[src/rtl/chg_timer_pkg.sv]
package chg_timer_pkg;
  // Strobes from control to datapath, valid for one clock
  typedef struct packed {
    logic clear;       // zero the count
    logic clearFlags;  // drop both timeout flags
    logic step;        // advance the count by one
  } tmrCtl_t;
endpackage

[src/rtl/tmr_ctl.sv]
module tmr_ctl
  import chg_timer_pkg::*;
(
  input  logic    clk,
  input  logic    rstN,
  input  logic    tickRaw,
  input  logic    timerOff,
  input  logic    clearReq,
  input  logic    haltReq,
  input  logic    phaseMain,
  output tmrCtl_t ctl
);
  logic [2:0] tickSync;
  logic       phaseQ;
  logic       tickEdge;
  logic       phaseChange;

  always_ff @(posedge clk or negedge rstN) begin
    if (!rstN) begin
      tickSync <= '0;
      phaseQ   <= 1'b0;
    end else begin
      tickSync <= {tickSync[1:0], tickRaw};
      phaseQ   <= phaseMain;
    end
  end

  assign tickEdge    = tickSync[1] & ~tickSync[2];
  assign phaseChange = phaseMain ^ phaseQ;

  always_comb begin
    ctl.clearFlags = clearReq | timerOff;
    ctl.clear      = clearReq | timerOff | phaseChange;
    ctl.step       = tickEdge & ~haltReq & ~ctl.clear;
  end
endmodule

[src/rtl/tmr_dp.sv]
module tmr_dp
  import chg_timer_pkg::*;
#(
  parameter int PRE_EXP  = 19,
  parameter int MAIN_EXP = 22
) (
  input  logic                clk,
  input  logic                rstN,
  input  tmrCtl_t             ctl,
  input  logic                phaseMain,
  output logic [MAIN_EXP:0]   cnt,
  output logic                preTimeout,
  output logic                mainTimeout
);
  localparam int CW = MAIN_EXP + 1;
  localparam logic [CW-1:0] PRE_LIM  = CW'(1) << PRE_EXP;
  localparam logic [CW-1:0] MAIN_LIM = CW'(1) << MAIN_EXP;

  logic atMax;
  assign atMax = (cnt == MAIN_LIM);

  always_ff @(posedge clk or negedge rstN) begin
    if (!rstN) begin
      cnt <= '0;
    end else if (ctl.clear) begin
      cnt <= '0;
    end else if (ctl.step && !atMax) begin
      cnt <= cnt + CW'(1);
    end
  end

  always_ff @(posedge clk or negedge rstN) begin
    if (!rstN) begin
      preTimeout  <= 1'b0;
      mainTimeout <= 1'b0;
    end else if (ctl.clearFlags) begin
      preTimeout  <= 1'b0;
      mainTimeout <= 1'b0;
    end else if (!ctl.clear) begin
      if (!phaseMain && cnt >= PRE_LIM) preTimeout  <= 1'b1;
      if (phaseMain && atMax)           mainTimeout <= 1'b1;
    end
  end
endmodule

[src/rtl/chg_safety_timer.sv]
module chg_safety_timer
  import chg_timer_pkg::*;
#(
  parameter int PRE_EXP  = 19,
  parameter int MAIN_EXP = 22
) (
  input  logic clk,
  input  logic rstN,
  input  logic tickRaw,
  input  logic timerOff,
  input  logic clearReq,
  input  logic haltReq,
  input  logic phaseMain,
  output logic preTimeout,
  output logic mainTimeout
);
  tmrCtl_t           ctl;
  logic [MAIN_EXP:0] cnt;

  tmr_ctl ctl_i (
    .clk(clk), .rstN(rstN), .tickRaw(tickRaw), .timerOff(timerOff),
    .clearReq(clearReq), .haltReq(haltReq), .phaseMain(phaseMain), .ctl(ctl)
  );

  tmr_dp #(.PRE_EXP(PRE_EXP), .MAIN_EXP(MAIN_EXP)) dp_i (
    .clk(clk), .rstN(rstN), .ctl(ctl), .phaseMain(phaseMain),
    .cnt(cnt), .preTimeout(preTimeout), .mainTimeout(mainTimeout)
  );
endmodule

[config.mk]
export PLATFORM = sky130hd
export DESIGN_NAME = chg_safety_timer
export DESIGN_NICKNAME = d
export VERILOG_FILES = /design/src/rtl/chg_timer_pkg.sv /design/src/rtl/tmr_ctl.sv /design/src/rtl/tmr_dp.sv /design/src/rtl/chg_safety_timer.sv
export SDC_FILE = /design/constraint.sdc
export NUM_CORES = 1
export LEC_CHECK = 0
export ABC_CLOCK_PERIOD_IN_PS = 1600
export BUFFER_PORTS_ARGS = -buffer_cell sky130_fd_sc_hd__buf_2
export CORE_AREA = 2 2 69 71
export DETAILED_ROUTE_END_ITERATION = 10
export DIE_AREA = 0 0 71 73
export GPL_ROUTABILITY_DRIVEN = 0
export PLACE_DENSITY_LB_ADDON = 0.3
export SYNTH_ARGS = -nofsm -noshare
export SYNTH_HDL_FRONTEND = slang
export SYNTH_SLANG_ARGS = --single-unit
[constraint.sdc]
create_clock -name clk -period 1.6 [get_ports clk]
set_clock_uncertainty 0.1 [all_clocks]
set_input_delay 0.24 -clock clk [delete_from_list [all_inputs] [get_ports clk]]
set_output_delay 0.24 -clock clk [all_outputs]
set_load 0.03 [all_outputs]
==> results.md, run 1 <==
* Status: complete, but fails checks
* Violated checks: setup timing
* Final Cycle Share at 118%
* Diode count at 0
* Post-synthesis sequential element count at 29
* Synth Flop Type: dfrtp_1
* Multiplexer share of the synthesized area at 0.670%
* Switching part of the total at between 20% and 30%
* Max-Cap Viols at 0
* Max VDD drop at 408 µV
* Die Footprint at 5180 µm²
* Nets at 231
* Simple-gate share of the synthesized area at 30.8%
* Top layer in use: met4
* Ports at 9
* Number of cells after detailed placement at 258
* Global-route wire length before repair at 6940 µm
* Measured slew at the worst slew-check pin at 671 ps
* Max Root-Sink Buffers at 2
* Net Count, Synth at 159
* Synthesized area at 1490 µm²
* Distinct cells, synth at 36
* RSZ-0062 raised after global routing: true
* Hold Startpoint: phaseMain
* NetSw at 327 µW
* Die X at 71 µm
* R2R setup slack at -290 ps
* Via count at 1457
* TritonCTS Buffers at 5
* DRC Markers at 0
* Fin crit period at ~1900 ps
* Syn-to-layout area delta at 56.2%
* Crit path kind: reg2reg
* Power Density at 607 nW/µm²
* Design Area, Final at 2330 µm²
* CTS sink count at 29
* DR pass1 iterations at 4
* Final Instance Count excl. Fillers at approximately 280
* Post-DP Area at between 1500 and 2000 µm²
* Worst hold path class: in2reg
* Cell Rows at 25
* Grt ovf at 0
* EDFF count, synth at 0
* Clk Latency, worst-skew pair at just under 300 ps
* Worst Path Required at 1720 ps
* Synth Area in Adders at 1.68%
* Critical register-to-register path startpoint: dp_i.cnt[0]
* FMAX at approximately 530 MHz
* CP Capture Type: flop
* Pin count of the biggest net entering global routing at 30
* Seq/Total Area, Yosys at 48.6%
* # fillers at 404
* Synth Area in Compound Gates at 7.37%
* Avg Vias per Cell at 5.26
* Gr usage total at 18.0%
* Post-DRT Antenna Nets at 0
* Avg WL per Cell at ~16 µm
* TritonCTS clock tree: done
* Hold Vio Cnt, Final at 0
* IO Port Bufs at 8
* Met1 WL at 1890 µm
* CP Launch Type: flop
* Worst Setup SP: dp_i.cnt[0]
* Synth Instances at 150
* Max FO, Critical Path at 3
* FFs w/ async S/R, synth at 100%
* Slew HR at about 55%
* Flop pwr share at 52.4%
* Reg clk slew, reported paths at about 70 ps
* Largest family of logic cells by synthesized area: simple AND/OR/NAND/NOR gates
* Dpl hpwl at 2930 µm
* Avg Inst Size Synth at between 9 and 10 µm²
* H-tree depth at 2
* Fin. max-slew vios at 0
* Die height at 73 µm
* Gate power share at 6.9%
* Layout cell share with drive strength beyond 1 at between 50% and 60%
* Synthesis Warnings at 0
* Core Area at 4540 µm²
* Final setup viols at 21
* Root Buffer: clkbuf_8
* Total wire length at 4390 µm
* Clock share of power at 40.7%
* Number of global-route vias before repair at 1514
* Initial antenna violation count at 0
* Starting density of the core at about a third
* Final worst slack at -288 ps
* LEAKAGE at between 1 and 1.5 nW
* Routed met2 length at 2260 µm
* Starting DRT DRC Count at approximately 120
* WP data arrival at 2010 ps
* Routed wl met3 at 170 µm
* Pint at 1.09 mW
* Xor and xnor area share after synthesis at ~8.8%
## stage by stage
step                      power [mW]  setup TNS [ps]  hold slack [ps]  setup slack (ps)  util [%]
after floorplan                0.780            -843             -156              -144         -
after global placement         0.835           -2120              198              -197      43.2
after detailed placement       0.838           -2730              210              -267      43.2
after CTS                       1.43           -2470              104              -245      48.2
after global routing            1.48           -5220              113              -398      51.4
final                           1.42           -3280              105              -288      51.4
## cells in the final DEF (no fill, tap or decap), drive strengths merged
cell type    Yosys  final
o211ai           4      4
a31oi            1      1
nor3             6      6
mux2i            1      1
o2111ai          2      2
nor4             6      6
a21oi            4      4
nor4b            1      1
or3              5      5
nand2b           1      1
or3b             1      1
nand4            7      7
clkbuf           0      8
xor2            13     13
buf              3     66
and4             2      2
ha               2      2
nand3            9      9
nor2            20     20
dfrtp           29     29
and3b            1      1
nand2           12     12
o31ai            1      1
inv              4      4
dlygate4sd3      0      2
or4              4      4
and3             2      2
xnor2            2      2
nor3b            1      1
and2             1      1
o21ai            5      5
## area by class of cell
cell class	instances	area (µm²)	area share, %
Sequential cell	29	729	31.3
Multi-Input combinational cell	114	928	39.8
Inverter	4	17.5	0.751
Tap cell	54	67.6	2.90
Timing Repair Buffer	68	510	21.9
Clock buffer	8	80.1	3.43
## registers in the layout, summed over array words and instances, names as in the netlist
name              count
ctl_i.phaseQ          1
dp_i.cnt             23
dp_i.mainTimeout      1
dp_i.preTimeout       1
ctl_i.tickSync        3
## Yosys cell counts, drive strengths merged, types with 3 or more instances
library cell	instances	area, µm²
nand4	7	56.3
dfrtp	29	726
nor2	20	85.1
or4	4	30.0
inv	4	15.0
o21ai	5	28.8
nor3	6	30.0
nand3	9	45.0
nor4	6	37.5
xor2	13	114
nand2	12	45.0
buf	3	16.3
o211ai	4	30.0
or3	5	32.5
a21oi	4	20.0
## logic make-up after synthesis
| group | count (synthesis) |
|---|---|
| AND/OR/NAND/NOR | 79 |
| flip-flops | 29 |
| AO/OA/AOI/OAI | 17 |
| XOR/XNOR | 15 |
| buffers and inverters | 7 |
| adder cells (fa/ha/maj) | 2 |
| multiplexers | 1 |
## routing by layer
metal	GRT usage, %	vias up
met5	0	-
met1	21.0	722
met2	30.8	41
met4	9.22	0
met3	4.28	8
li1	-	686
## worst max-delay path: stages (launching register included)
cell and delay [ps]:
dfrtp_1 370, inv_2 60, ha_4 150, and3b_1 160, nand4_1 150, buf_4 160, o211ai_1 180, or3_1 400
a21oi_2 120
## worst paths after layout
path / endpoint / cells past startpoint
min reg2reg: ctl_i.tickSync[1] / 0
max: dp_i.cnt[12] / 8
min: ctl_i.phaseQ / 2
max reg2reg: dp_i.cnt[12] / 8
max in group asynchronous: dp_i.cnt[11] / 2
min in group asynchronous: dp_i.cnt[4] / 2
## repair_timing
item | 4_1_cts | 5_1_grt
buffers inserted | 4 | 7
hold endpoints to repair | 30 | 0
pin swaps | 14 | 23
gates resized for setup | 21 | 26
cloned | 0 | 1
endpoints found under the setup margin | 21 | 24
hold buffers | 2 | 0
## power groups by stage
stage	sequential [mW]	clock, mW	combinational (mW)
after CTS	0.742	0.591	0.0922
final	0.742	0.577	0.0980
after floorplan	0.755	0	0.0244
after global placement	0.755	0	0.0796
after global routing	0.742	0.632	0.108
after detailed placement	0.755	0	0.0828
Note: power is estimated with default switching activity, not from simulation.
==> run 2, diff against run 1 <==
GPL_ROUTABILITY_DRIVEN = 1   (was 0)
RECOVER_POWER = 100   (was default)
==> run 2 against run 1 <==
  * The run still ends with setup timing left
  * Fmax about the same
  * Global-route usage unchanged
  * Combinational power decreased by 2.1%
  * Cell area decreased by 0.59%
  * Clock power about the same
  * Largest power group unchanged
  * Largest cell class unchanged
  * Count of clock-buffer cells in the layout unchanged
==> results.md, run 2 (same netlist as run 1, synthesis figures left out) <==
* Status: complete, but fails checks
* Violated checks: setup timing
* Total wire length at 4390 µm
* Critical register-to-register path startpoint: dp_i.cnt[0]
* CP Capture Type: flop
* Final setup viols at 21
* Nets at 231
* Starting DRT DRC Count at between 100 and 150
* Top Registers: dp_i.cnt (23), ctl_i.tickSync (3)
* Avg WL per Cell at 15.8 µm
* Hold Vio Cnt, Final at 0
* Starting density of the core at around a third
* Reg clk slew, reported paths at approximately 70 ps
* Global-route wire length before repair at roughly 6900 µm
* Multi-input logic area at 928 µm²
* CP Capture Point: dp_i.cnt[12]
* Power Density at about 610 nW/µm²
* GP Congestion at 0.887
* Clk Latency, worst-skew pair at 290 ps
* IO Port Bufs at 8
* Pin count of the biggest net entering global routing at 30
* Number of global-route vias before repair at ~1500
* Die X at 71 µm
* Die height at 73 µm
* Syn-to-layout area delta at 55.3%
* Core Util, Final at 51.1%
* Measured slew at the worst slew-check pin at 748 ps
* Max FO, Critical Path at 3
* DRC Markers at 0
* R2R depth at 8
* Slew HR at 50.2%
* Max VDD drop at 407 µV
* Die Footprint at between 5000 and 6000 µm²
* Initial antenna violation count at 0
* Via count at 1459
* Max-Cap Viols at 0
* Final Cycle Share at 118%
* CP Launch Type: flop
* Grt ovf at 0
* Crit path kind: reg2reg
* Dpl hpwl at about 2900 µm
* Fin. max-slew vios at 0
* # fillers at roughly 410
* WP data arrival at 2010 ps
* Avg Vias per Cell at 5.27
* Worst r2r dst: dp_i.cnt[12]
* Final worst slack at -289 ps
* Hold Slack at around 140 ps
* Max Root-Sink Buffers at 2
* Commonest cells after routing, fill and taps aside: buf_4, dfrtp_1, nor2_1
* LEAKAGE at about 1.0 nW
* Worst Path Required at 1720 ps
* Fin crit period at 1890 ps
* CTS sink count at 29
* Top reg by flops: dp_i.cnt
* Layout cell share with drive strength beyond 1 at 48.0%
* Worst hold path class: in2reg
* Ports at 9
* Max reg flops at 23
* Setup TNS Final at -3260 ps
* Power Total at 1.41 mW
* Diode count at 0
* Most common cell after layout, fill and taps aside: buf_4
* RSZ-0062 raised after global routing: true
* DR pass1 iterations at 4
* TritonCTS clock tree: done
* Post-DRT Antenna Nets at 0
* Worst Setup SP: dp_i.cnt[0]
* Core Area at between 4000 and 5000 µm²
* Register Area at 729 µm²
* TritonCTS Buffers at 5
* Root Buffer: clkbuf_8
* Gr usage total at 18.0%
* R2R setup slack at -290 ps
* H-tree depth at 2
* Cell Rows at 25
* FMAX at about 530 MHz
-- run 2: worst min-delay path by stage --
stage                        endpoint  depth (start not counted)  startpoint
global route         dp_i.mainTimeout                          3    clearReq
floorplan                ctl_i.phaseQ                          0        rstN
CTS                      ctl_i.phaseQ                          2   phaseMain
finish               dp_i.mainTimeout                          3    clearReq
global placement    ctl_i.tickSync[1]                          1        rstN
detailed placement  ctl_i.tickSync[0]                          1        rstN
-- run 2: power breakdown --
| part | internal [mW] | switching, mW |
|---|---|---|
| sequential | 0.739 | 0.00309 |
| combinational | 0.0409 | 0.0551 |
| clock | 0.308 | 0.267 |
| total | 1.09 | 0.325 |
-- run 2: cell type report --
class / instances / area share [%]
Inverter: 4 / 0.755
Clock buffer: 8 / 3.45
Tap cell: 54 / 2.91
Sequential cell: 29 / 31.4
Multi-Input combinational cell: 114 / 40.0
Timing Repair Buffer: 68 / 21.4
-- run 2: critical path: stages (launching register included) --
cell and delay [ps]:
dfrtp_1 370, inv_2 60, ha_4 150, and3b_1 160, nand4_1 150, buf_4 160, o211ai_1 180, or3_1 400
a21oi_2 120
-- run 2: what timing repair did --
action	in CTS	in global routing
hold buffers	2	0
setup buffers	4	7
gates resized for setup	21	26
pin swaps	14	23
endpoints found under the setup margin	21	24
hold endpoints to repair	30	0
gates cloned	0	1
-- run 2: per-layer routing --
layer	wire (µm)	global-route usage (%)
met5	0	0
met2	2240	30.8
met4	105	9.22
met1	1850	21.0
met3	194	4.28
-- run 2: stage by stage --
stage	worst slack [ps]	std cells	area, µm²
global placement	-197	258	1960
CTS	-245	271	2190
floorplan	-144	150	1500
detailed placement	-267	258	1960
finish	-289	277	2320
global route	-398	277	2320
==> run 3, diff against run 2 <==
CORE_AREA = 2 2 68 70   (was 2 2 69 71)
DIE_AREA = 0 0 70 72   (was 0 0 71 73)
SYNTH_HIERARCHICAL = 1   (was default)
==> run 3 against run 2 <==
  * The run still ends with setup timing left
  * Die area fell by 2.8%
  * Clock power up 6.6%
  * Total power increased by 0.31%
  * Non-clock buffer count decreased by 4
  * Highest routed layer unchanged
==> results.md, run 3 <==
* Most numerous cell in the Yosys netlist: dfrtp_1
* LEAKAGE at 1.09 nW
* Worst Path Required at 1710 ps
* Slew HR at between 50% and 60%
* Status: complete, but fails checks
* Diode count at 0
* H-tree depth at 2
* Crit-path cells: xor2_1 > nor4_2 > buf_4 > o21ai_4 > or4_4 > a21oi_2
* Top cell type's share of synthesized area at 49.2%
* Seq/Total Area, Yosys at 49.2%
* Synth Instances at 149
* Setup TNS Final at -3980 ps
* Violated checks: setup timing
* Die X at 70 µm
* NetSw at about 310 µW
* CP max stage cell: or4_4
* GP Congestion at around 0.84
* Syn-to-layout area delta at 53.4%
* TritonCTS Buffers at 5
* FMAX at between 500 and 600 MHz
* CP Capture Type: flop
* Reg clk slew, reported paths at 60 ps
* Fin. max-slew vios at 0
* Worst r2r dst: dp_i/cnt[17]
* Most frequent cells after synthesis: dfrtp_1, nor2_1, xor2_1
* Die height at 72 µm
* Pin count of the biggest net entering global routing at 30
* Net Count, Synth at ~160
* Initial antenna violation count at 0
* Ports at 9
* Cell Rows at 24
* Pint at roughly 1.1 mW
* Worst hold path class: in2reg
* Final worst slack at -247 ps
* Commonest cells after routing, fill and taps aside: buf_4, nor2_1, dfrtp_1
* TritonCTS clock tree: done
* # fillers at 378
* Hold Vio Cnt, Final at 0
* Switching part of the total at between 20% and 30%
* Worst Setup SP: ctl_i/phaseQ
* Die Footprint at 5040 µm²
* CP Launch Type: flop
* CP Capture Point: dp_i/cnt[17]
* Final Cycle Share at 115%
* Final setup viols at 23
* Dpl hpwl at 2420 µm
* Fin crit period at 1850 ps
* RSZ-0062 raised after global routing: true
* Area contributors post-synth: dfrtp_1, xor2_1, nor2_1
* Max FO, Critical Path at 6
* WP depth at 6
* Top Registers: dp_i/cnt (23), ctl_i/tickSync (3)
* Gate power share at roughly 4.6%
* Register Area at 732 µm²
* Post-synthesis sequential element count at 29
* WP data arrival at 1960 ps
* Max VDD drop at 423 µV
* Crit path kind: reg2reg
* Grt ovf at 0
* Avg WL per Cell at 14.3 µm
* Area leader, netlist: dfrtp_1
* Starting density of the core at 34.6%
* CP top delay family: simple AND/OR/NAND/NOR gates
* EDFF count, synth at 0
* DR pass1 iterations at 4
* R2R depth at 6
* Max Root-Sink Buffers at 2
* DRC Markers at 0
* Synthesized area at 1480 µm²
* Critical register-to-register path startpoint: ctl_i/phaseQ
* Nets at 223
* Flop pwr share at 52.2%
* Clk Latency, worst-skew pair at 280 ps
* Top reg by flops: dp_i/cnt
* FFs w/ async S/R, synth at 100%
* Total wire length at 3820 µm
* Clock share of power at 43.2%
* Core Area at between 4000 and 5000 µm²
* Avg Vias per Cell at 4.91
* R2R setup slack at -250 ps
* Global-route wire length before repair at 6330 µm
* Layout cell share with drive strength beyond 1 at between 40 and 50%
* Max-Cap Viols at 0
* CP Buf/Inv Count at 1
* Number of global-route vias before repair at 1385
* Most common cell after layout, fill and taps aside: buf_4
* IO Port Bufs at 8
* Post-DRT Antenna Nets at 0
* Synth Flop Type: dfrtp_1
* Avg Inst Size Synth at 9.91 µm²
* Synthesis Warnings at 6
* Starting DRT DRC Count at 39
* Root Buffer: clkbuf_8
* Power Density at 626 nW/µm²
* Multi-input logic area at approximately 850 µm²
* Measured slew at the worst slew-check pin at between 700 and 800 ps
* Power Total at 1.42 mW
* Gr usage total at 15.8%
* Distinct cells, synth at 33
* Via count at 1305
* CTS sink count at 29
* Max incr delay on CP at 520 ps
* Max reg flops at 23
run 3: cell types whose count changed after synthesis, moves of 3 or more:
cell | before | now
nand2_1 | 12 | 8
and2_1 | 1 | 4
xnor2_1 | 2 | 5
o21ai_0 | 4 | 0
nand4_1 | 5 | 9
nor3_1 | 6 | 3
nor2_1 | 18 | 26
clkbuf_1 | 0 | 5
or3_1 | 4 | 0
nand3_1 | 9 | 6
o211ai_1 | 4 | 0
run 3: logic make-up (layout without fill, tap and decap cells):
kind of cell,Yosys count,in the layout,synth area share [%]
flops,29,29,49.2
fa+ha+maj,2,2,1.69
buf+inv,12,77,3.56
mux,2,2,1.44
compound gates,7,7,3.05
xor+xnor,20,20,11.9
simple gates,77,77,29.2
run 3: metal layers:
layer | global-route usage (%) | up-vias | share of wire [%]
met4 | 7.26 | 0 | 1.0
met3 | 3.75 | 4 | 1.9
met2 | 25.4 | 11 | 52
met1 | 20.4 | 654 | 45
met5 | 0 | - | 0
li1 | - | 636 | -
run 3: worst min-delay path by stage:
| stage | cells past startpoint | to | from | slack (ps) |
|---|---|---|---|---|
| 2_1_floorplan | 0 | ctl_i/phaseQ | rstN | -160 |
| 3_3_place_gp | 1 | dp_i/cnt[0] | rstN | 190 |
| 3_5_place_dp | 1 | dp_i/cnt[0] | rstN | 210 |
| 4_1_cts | 2 | ctl_i/phaseQ | phaseMain | 100 |
| 5_1_grt | 2 | ctl_i/phaseQ | phaseMain | 140 |
| 6_report | 2 | ctl_i/phaseQ | phaseMain | 130 |
run 3: repair_timing:
| action | 4_1_cts | 5_1_grt |
|---|---|---|
| setup endpoints to repair | 20 | 24 |
| hold buffers | 2 | 0 |
| cloned | 0 | 0 |
| resized for setup | 14 | 28 |
| endpoints found under the hold margin | 30 | 0 |
| pin swaps | 15 | 18 |
| setup buffers | 5 | 7 |
run 3: worst reg2reg max path: cells and delay by family (launching register included):
| kind | cells | cell delay [ps] |
|---|---|---|
| AOI/OAI and AO/OA | 2 | 200 |
| xor gates and xnor gates | 1 | 180 |
| buffers and inverters | 1 | 180 |
| DFF | 1 | 380 |
| and+or+nand+nor | 2 | 730 |
run 3: metrics by stage:
step	setup slack, ps	util (%)	cells	instance area (µm²)	hold slack (ps)
after detailed placement	-329	44.7	246	1910	206
after floorplan	-203	-	149	1510	-156
final	-247	53.1	266	2260	133
after global routing	-339	53.1	266	2260	144
after global placement	-305	44.7	246	1910	192
after CTS	-232	49.4	260	2110	95.9
run 3: final cells by class:
class | count | area share, %
clock buffers | 7 | 3.81
inverters | 6 | 0.994
multi-input cells | 108 | 37.7
flip-flops and latches | 29 | 32.3
well taps | 52 | 2.87
repair buffers | 64 | 22.3
run 3: power groups by stage:
stage	combinational (mW)	clock [mW]	sequential, mW
floorplan	0.0191	0	0.754
global placement	0.0592	0	0.754
detailed placement	0.0612	0	0.754
CTS	0.0666	0.628	0.740
global route	0.0724	0.657	0.740
finish	0.0647	0.613	0.740
